**src/rtl/firq_pkg.sv**
```systemverilog
package firq_pkg;
  localparam int unsigned FIRQ_N     = 16;
  localparam int unsigned FIRQ_IDX_W = $clog2(FIRQ_N);
  localparam int unsigned FIRQ_XLEN  = 32;
  localparam int unsigned FIRQ_BASE  = 16;

  typedef logic [FIRQ_N-1:0] firq_vec_t;
endpackage

```
**src/rtl/firq_edge.sv**
```systemverilog
module firq_edge #(
  parameter int unsigned N = 16
) (
  input  logic         clk_i,
  input  logic         rst_ni,
  input  logic [N-1:0] lines_i,
  output logic [N-1:0] rise_o
);
  logic [N-1:0] prev_q;

  always_ff @(posedge clk_i) begin
    if (!rst_ni) prev_q <= '0;
    else         prev_q <= lines_i;
  end

  for (genvar g = 0; g < N; g++) begin : g_rise
    assign rise_o[g] = lines_i[g] & ~prev_q[g];
  end
endmodule

```
**src/rtl/firq_pend.sv**
```systemverilog
module firq_pend #(
  parameter int unsigned N = 16
) (
  input  logic         clk_i,
  input  logic         rst_ni,
  input  logic [N-1:0] rise_i,
  input  logic [N-1:0] clr_i,
  input  logic [N-1:0] en_next_i,
  output logic [N-1:0] pend_o
);
  logic [N-1:0] pend_q;
  logic [N-1:0] pend_d;

  for (genvar g = 0; g < N; g++) begin : g_bit
    // a new edge wins over a clear; a disabled channel holds nothing
    assign pend_d[g] = ((pend_q[g] & ~clr_i[g]) | rise_i[g]) & en_next_i[g];
  end

  always_ff @(posedge clk_i) begin
    if (!rst_ni) pend_q <= '0;
    else         pend_q <= pend_d;
  end

  assign pend_o = pend_q;
endmodule

```
**src/rtl/firq_prio.sv**
```systemverilog
module firq_prio #(
  parameter int unsigned N     = 16,
  parameter int unsigned IDX_W = $clog2(N)
) (
  input  logic [N-1:0]     req_i,
  output logic             any_o,
  output logic [IDX_W-1:0] idx_o
);
  always_comb begin
    idx_o = '0;
    for (int i = N - 1; i >= 0; i--) begin
      if (req_i[i]) idx_o = IDX_W'(i);
    end
  end

  assign any_o = |req_i;
endmodule

```
**src/rtl/firq_ctrl.sv**
```systemverilog
module firq_ctrl
  import firq_pkg::*;
#(
  parameter int unsigned N     = FIRQ_N,
  parameter int unsigned XLEN  = FIRQ_XLEN,
  parameter int unsigned BASE  = FIRQ_BASE
) (
  input  logic            clk_i,
  input  logic            rst_ni,
  input  logic [N-1:0]    irq_lines_i,
  input  logic            en_wr_i,
  input  logic [N-1:0]    en_wdata_i,
  input  logic            gie_wr_i,
  input  logic            gie_wdata_i,
  input  logic [N-1:0]    pend_clr_i,
  input  logic            irq_ready_i,
  output logic [N-1:0]    en_o,
  output logic            gie_o,
  output logic [N-1:0]    pend_o,
  output logic            irq_valid_o,
  output logic [XLEN-1:0] cause_o,
  output logic            take_o
);
  localparam int unsigned IDX_W = $clog2(N);

  logic [N-1:0]     en_q, en_d;
  logic             gie_q;
  logic [N-1:0]     rise;
  logic [N-1:0]     pend;
  logic             any_pend;
  logic [IDX_W-1:0] win_idx;

  assign en_d = en_wr_i ? en_wdata_i : en_q;

  always_ff @(posedge clk_i) begin
    if (!rst_ni) begin
      en_q  <= '0;
      gie_q <= 1'b0;
    end else begin
      en_q <= en_d;
      if (gie_wr_i) gie_q <= gie_wdata_i;
    end
  end

  firq_edge #(.N(N)) u_edge (
    .clk_i   (clk_i),
    .rst_ni  (rst_ni),
    .lines_i (irq_lines_i),
    .rise_o  (rise)
  );

  firq_pend #(.N(N)) u_pend (
    .clk_i     (clk_i),
    .rst_ni    (rst_ni),
    .rise_i    (rise),
    .clr_i     (pend_clr_i),
    .en_next_i (en_d),
    .pend_o    (pend)
  );

  firq_prio #(.N(N), .IDX_W(IDX_W)) u_prio (
    .req_i (pend),
    .any_o (any_pend),
    .idx_o (win_idx)
  );

  assign en_o        = en_q;
  assign gie_o       = gie_q;
  assign pend_o      = pend;
  assign irq_valid_o = gie_q & any_pend;
  assign cause_o     = {1'b1, (XLEN-1)'(BASE) + (XLEN-1)'(win_idx)};
  assign take_o      = irq_valid_o & irq_ready_i;
endmodule

```
**config.mk**
```make
export PLATFORM = sky130hd
export DESIGN_NAME = firq_ctrl
export DESIGN_NICKNAME = d
export VERILOG_FILES = /design/src/rtl/firq_pkg.sv /design/src/rtl/firq_edge.sv /design/src/rtl/firq_pend.sv /design/src/rtl/firq_prio.sv /design/src/rtl/firq_ctrl.sv
export SDC_FILE = /design/constraint.sdc
export NUM_CORES = 1
export LEC_CHECK = 0
export CORE_ASPECT_RATIO = 2
export CORE_MARGIN = 5
export CORE_UTILIZATION = 39
export CTS_BUF_LIST = sky130_fd_sc_hd__clkbuf_8
export DETAILED_ROUTE_END_ITERATION = 16
export HOLD_SLACK_MARGIN = 0.03
export PLACE_DENSITY_LB_ADDON = 0.12
export SYNTH_ARGS = -nofsm -noshare
export SYNTH_HDL_FRONTEND = slang
export SYNTH_SLANG_ARGS = --single-unit
```
**constraint.sdc**
```tcl
create_clock -name clk_i -period 2.4 [get_ports clk_i]
set_clock_uncertainty 0.05 [all_clocks]
set_input_delay 0.72 -clock clk_i [delete_from_list [all_inputs] [get_ports clk_i]]
set_output_delay 0.72 -clock clk_i [all_outputs]
set_load 0.005 [all_outputs]
```
After elaboration in Yosys (flattened, before gate mapping)
Index checks and enable logic that the tools add are counted.
{"block": "word_totals", "register_bits": 49, "wordCells": 121, "input_bits": 54, "output_inout_bits": 67}
{"block": "classes", "bitwise": 98, "reduce_logical": 1, "n_mux": 17, "n_addsub": 1}
{"operator": "two-way mux 4 bit", "count": 16}
{"operator": "bitwise AND 1 bit", "count": 50}
{"operator": "inverter 1 bit", "count": 32}
{"operator": "two-way mux 16 bit", "count": 1}
{"operator": "OR 1 bit", "count": 16}
{"operator": "OR reduction 16 bit", "count": 1}
{"operator": "adder 5 x 4 -> 6 bit (first input constant)", "count": 1}

Depth between registers and ports, before layout
{"block": "depth", "word_depth": 17, "mapped_depth": 5, "depth_no_buf": 4}

Modules after synthesis
Synthesis repeated with hierarchy kept, for this count alone.
{"block": "unflattened", "cells_unflattened": 219, "area_unflattened_um2": 2264.7}
{"mod": "firq_ctrl", "n_inst": 1, "cells_per_inst": 86, "area_each_um2": 944.7, "seq_area_each_um2": 340.3}
{"mod": "firq_pend", "n_inst": 1, "cells_per_inst": 50, "area_each_um2": 611.8, "seq_area_each_um2": 320.3}
{"mod": "firq_edge", "n_inst": 1, "cells_per_inst": 49, "area_each_um2": 531.8, "seq_area_each_um2": 320.3}
{"mod": "firq_prio", "n_inst": 1, "cells_per_inst": 34, "area_each_um2": 176.4, "seq_area_each_um2": 0.0}

Worst setup path before layout
Ideal clock, no wire load.
{"block": "synth_timing", "kind": "register -> output", "start": "register u_pend.pend_q[13], in the netlist u_pend.pend_o[13]", "end": "output port take_o", "path_buffers": 0, "stages_incl_launch_ff": 5, "t_required_ns": 1.630, "slack_ns": 0.364, "t_arrival_ns": 1.266, "cell_sequence": "dfxtp_1 or4_4 nor2b_4 nand3_2 and3_1"}
{"block": "synth_between", "elab_chain_len": 3}
{"item": "from (decl)", "line": "firq_pend.sv:11", "rtl": "logic [N-1:0] pend_q;"}
{"item": "from (signal assigned)", "line": "firq_pend.sv:21", "rtl": "else pend_q <= pend_d;"}
{"item": "OR reduction 16 bit", "line": "firq_prio.sv:16", "rtl": "assign any_o = |req_i;"}
{"item": "bitwise AND 1 bit", "line": "firq_ctrl.sv:70", "rtl": "assign irq_valid_o = gie_q & any_pend;"}
{"item": "bitwise AND 1 bit", "line": "firq_ctrl.sv:72", "rtl": "assign take_o = irq_valid_o & irq_ready_i;"}
{"item": "to (decl)", "line": "firq_ctrl.sv:22", "rtl": "output logic take_o"}
No other way between the ends.

Worst setup path after layout
{"block": "layout_timing", "start": "register u_pend.pend_q[14], in the netlist u_pend.pend_o[14]", "end": "output port take_o"}
The elaborated chain is that of the path after synthesis.

==> impl_metrics.yaml <==
synth:
  synthCells: 222
  yosys_warnings: 0
  netlist_area_mm2: 0.002101
  synth_seq_area_share: 0.4669
  syn_avg_cell_area_um2: 9.463
  synth.distinct_cells: 26
  ys_ff_latch: 49
clock_tree:
  clock-root-buffer: "clkbuf_8"
  clkTransAtPathRegs_ns: 0.08
  cts_made_buffers: 5
  clockBufferDepth: 2
  cts_tree: "built"
  clock_latency_ns: 0.29
  htreeDepth: 2
  cts_hold_buffers: 0
  clock-sinks: 49
cells_and_area:
  final_area_mm2: 0.003206
  layout_commonest_cell: "clkdlybuf4s50_1"
  final_util: 0.6182
  mostFrequentLayoutCells: "clkdlybuf4s50_1, dfxtp_1, and2_1"
  fin_nets: 383
  drive_gt1_frac: 0.1185
  diodes: 0
  area_growth_pct: 52.59
sta:
  setup_viol: 4
  layout_setup_ws_ns: -0.1277
  slew_violations: 0
  fin_crit_sh: 1.053
  timing.fmax_mhz: 395.6
  rsz0062_at_grt: "yes"
  timing.hold.ws_ns: 0.4842
  hold_viol_final: 0
  period_needed_ns: 2.528
floorplan:
  start_util: 0.4052
  pin_count: 121
  die_area_mm2: 0.007043
  fp-row-count: 37
  die_h_um: 113.8
  die_w_um: 61.90
  core_area_mm2: 0.005185
critical_path:
  cp_common_cell: "buf_6"
  cp_data_required_time_ns: 1.63
  critical_path_buf_inv_count: 2
  timing.rr.end: "u_pend.pend_o[13]"
  rr_worst_depth: 5
  reg2reg_slack_ns: 1.40
  crit_chain: "buf_6 > or4_4 > nor2b_4 > nand3_2 > and3_4 > buf_6"
  critPathLaunchType: "flip-flop"
  crit_cells: 6
  r2r_start: "u_pend.pend_o[13]"
  crit_type: "flip-flop to output port"
  cp_data_arrival_time_ns: 1.76
  cp_slowest_cell: "or4_4"
  cp_max_fo: 2
  end_kind: "output port"
  cpPeakStageDelay_ns: 0.54
  crit_family: "simple AND/OR/NAND/NOR gates"
drt:
  drt-initial-drc-count: 34
  drt_wl_total_mm: 5.224
  wire_per_inst_um: 13.50
  viasPerCell: 4.463
  drc: 0
  dr.pass1.iters: 4
  antenna_left: 0
  route.vias.total: 1727
grt:
  grt_max_degree: 27
  antenna_found_initial: 0
  grt_pass1_vias: 1710
  overflow: 0
  grt_pass1_wl_mm: 7.797
  grtUsageTotal: 0.1483
min_path:
  hp-start: "u_edge.prev_q[4]"
  min_path_type: "flip-flop to flip-flop"
  holdPathEnd: "u_pend.pend_o[4]"
  hold_depth: 2
placement:
  gp_congestion: 0.7356
  dpl_cell_area_mm2: 0.003080
  port_buffers: 92
  hpwlAfterDp_mm: 4.253
status:
  status: "complete, but fails checks"
  violations: "negative setup slack"
power:
  total_power_mw: 1.685
  cellPowerDensity_mw_per_mm2: 525.7
  p_leak_nw: 1.401
  ir_drop_mv: 0.4537
flow_run:
  drv_cap: 0
-- logic make-up after synthesis --
family / after synthesis / share of synthesized area
simple gates: 61 / 0.1918
flops: 49 / 0.4669
buf+inv: 65 / 0.1686
mux: 17 / 0.08100
compound gates: 28 / 0.08815
other cells: 2 / 0.003575
-- flip-flops by register name, indices dropped and copies added, names as in the netlist --
signal and flops:
en_o 16, u_edge.prev_q 16, u_pend.pend_o 16, gie_o 1
-- cell type report --
type | count | area [µm²]
Clock buffer | 6 | 82.58
Inverter | 32 | 120.1
Fill cell | 477 | 1979
Tap cell | 58 | 72.57
Sequential cell | 49 | 984.7
Timing Repair Buffer | 107 | 1046
Multi-Input combinational cell | 134 | 895.9
Clock inverter | 1 | 3.754
-- worst reg2reg max path: cells and delay by family, from the launching register on --
family                 cells  cell delay (ns)
and+or+nand+nor            1             0.15
DFF                        1             0.33
buffers and inverters      3             0.30
AOI/OAI and AO/OA          1             0.08
-- per-layer routing --
layer / track usage / part of all wire / vias to the layer above
met5: 0 / 0 / -
met1: 0.1493 / 0.32 / 777
met4: 0.05524 / 0.013 / 0
met3: 0.05210 / 0.11 / 4
met2: 0.2652 / 0.55 / 73
li1: - / - / 873
-- metrics by stage --
step / cells / worst slack (ns) / setup TNS [ns]
after CTS: 386 / -0.2137 / -0.5390
after global placement: 378 / -0.1717 / -0.2905
final: 387 / -0.1277 / -0.2863
after detailed placement: 378 / -0.1760 / -0.3545
after floorplan: 248 / 0.3644 / 0
after global routing: 387 / -0.1976 / -0.6119
-- timing repair --
action                                 in CTS  in global routing
setup endpoints to repair                   6                  6
buffers inserted                            1                  1
pin swaps                                   1                  8
gates resized for setup                    11                 22
cloned                                      0                  0
endpoints found under the hold margin       0                  0
-- report_power, final --
group	switching (mW)	total, mW	internal (mW)
clock	0.245	0.470	0.225
combinational	0.121	0.338	0.218
sequential	0.0233	0.877	0.854
total	0.389	1.69	1.30
-- Yosys cell counts --
cell type  number  area share
dfxtp_1        49        0.47
and2_1         33       0.098
inv_1          32       0.057
buf_4          29        0.10
mux2i_1        17       0.081
nor2b_1        17       0.051
o22ai_1        17       0.051
clkbuf_1        3      0.0054
a211oi_1        2      0.0071
a21oi_1         2      0.0048
conb_1          2      0.0036
nand2_1         2      0.0036
nor4_1          2      0.0060
nor4_2          2       0.012
o2111ai_1       2      0.0083
a2111oi_0       1      0.0042
a21boi_1        1      0.0036
a31oi_1         1      0.0030
and3_1          1      0.0030
buf_2           1      0.0024
nand3_2         1      0.0048
nor2_1          1      0.0018
nor2b_4         1      0.0065
o21ai_0         1      0.0024
o311ai_1        1      0.0042
or4_4           1      0.0054
-- how the worst max path moves through the flow --
stage,slack (ns),end,start
4_1_cts,-0.21,take_o,u_pend.pend_o[14]
5_1_grt,-0.20,take_o,u_pend.pend_o[14]
3_3_place_gp,-0.17,take_o,irq_ready_i
2_1_floorplan,0.36,take_o,u_pend.pend_o[13]
6_report,-0.13,take_o,u_pend.pend_o[14]
3_5_place_dp,-0.18,take_o,irq_ready_i
Power figures use the tool's default switching activity.
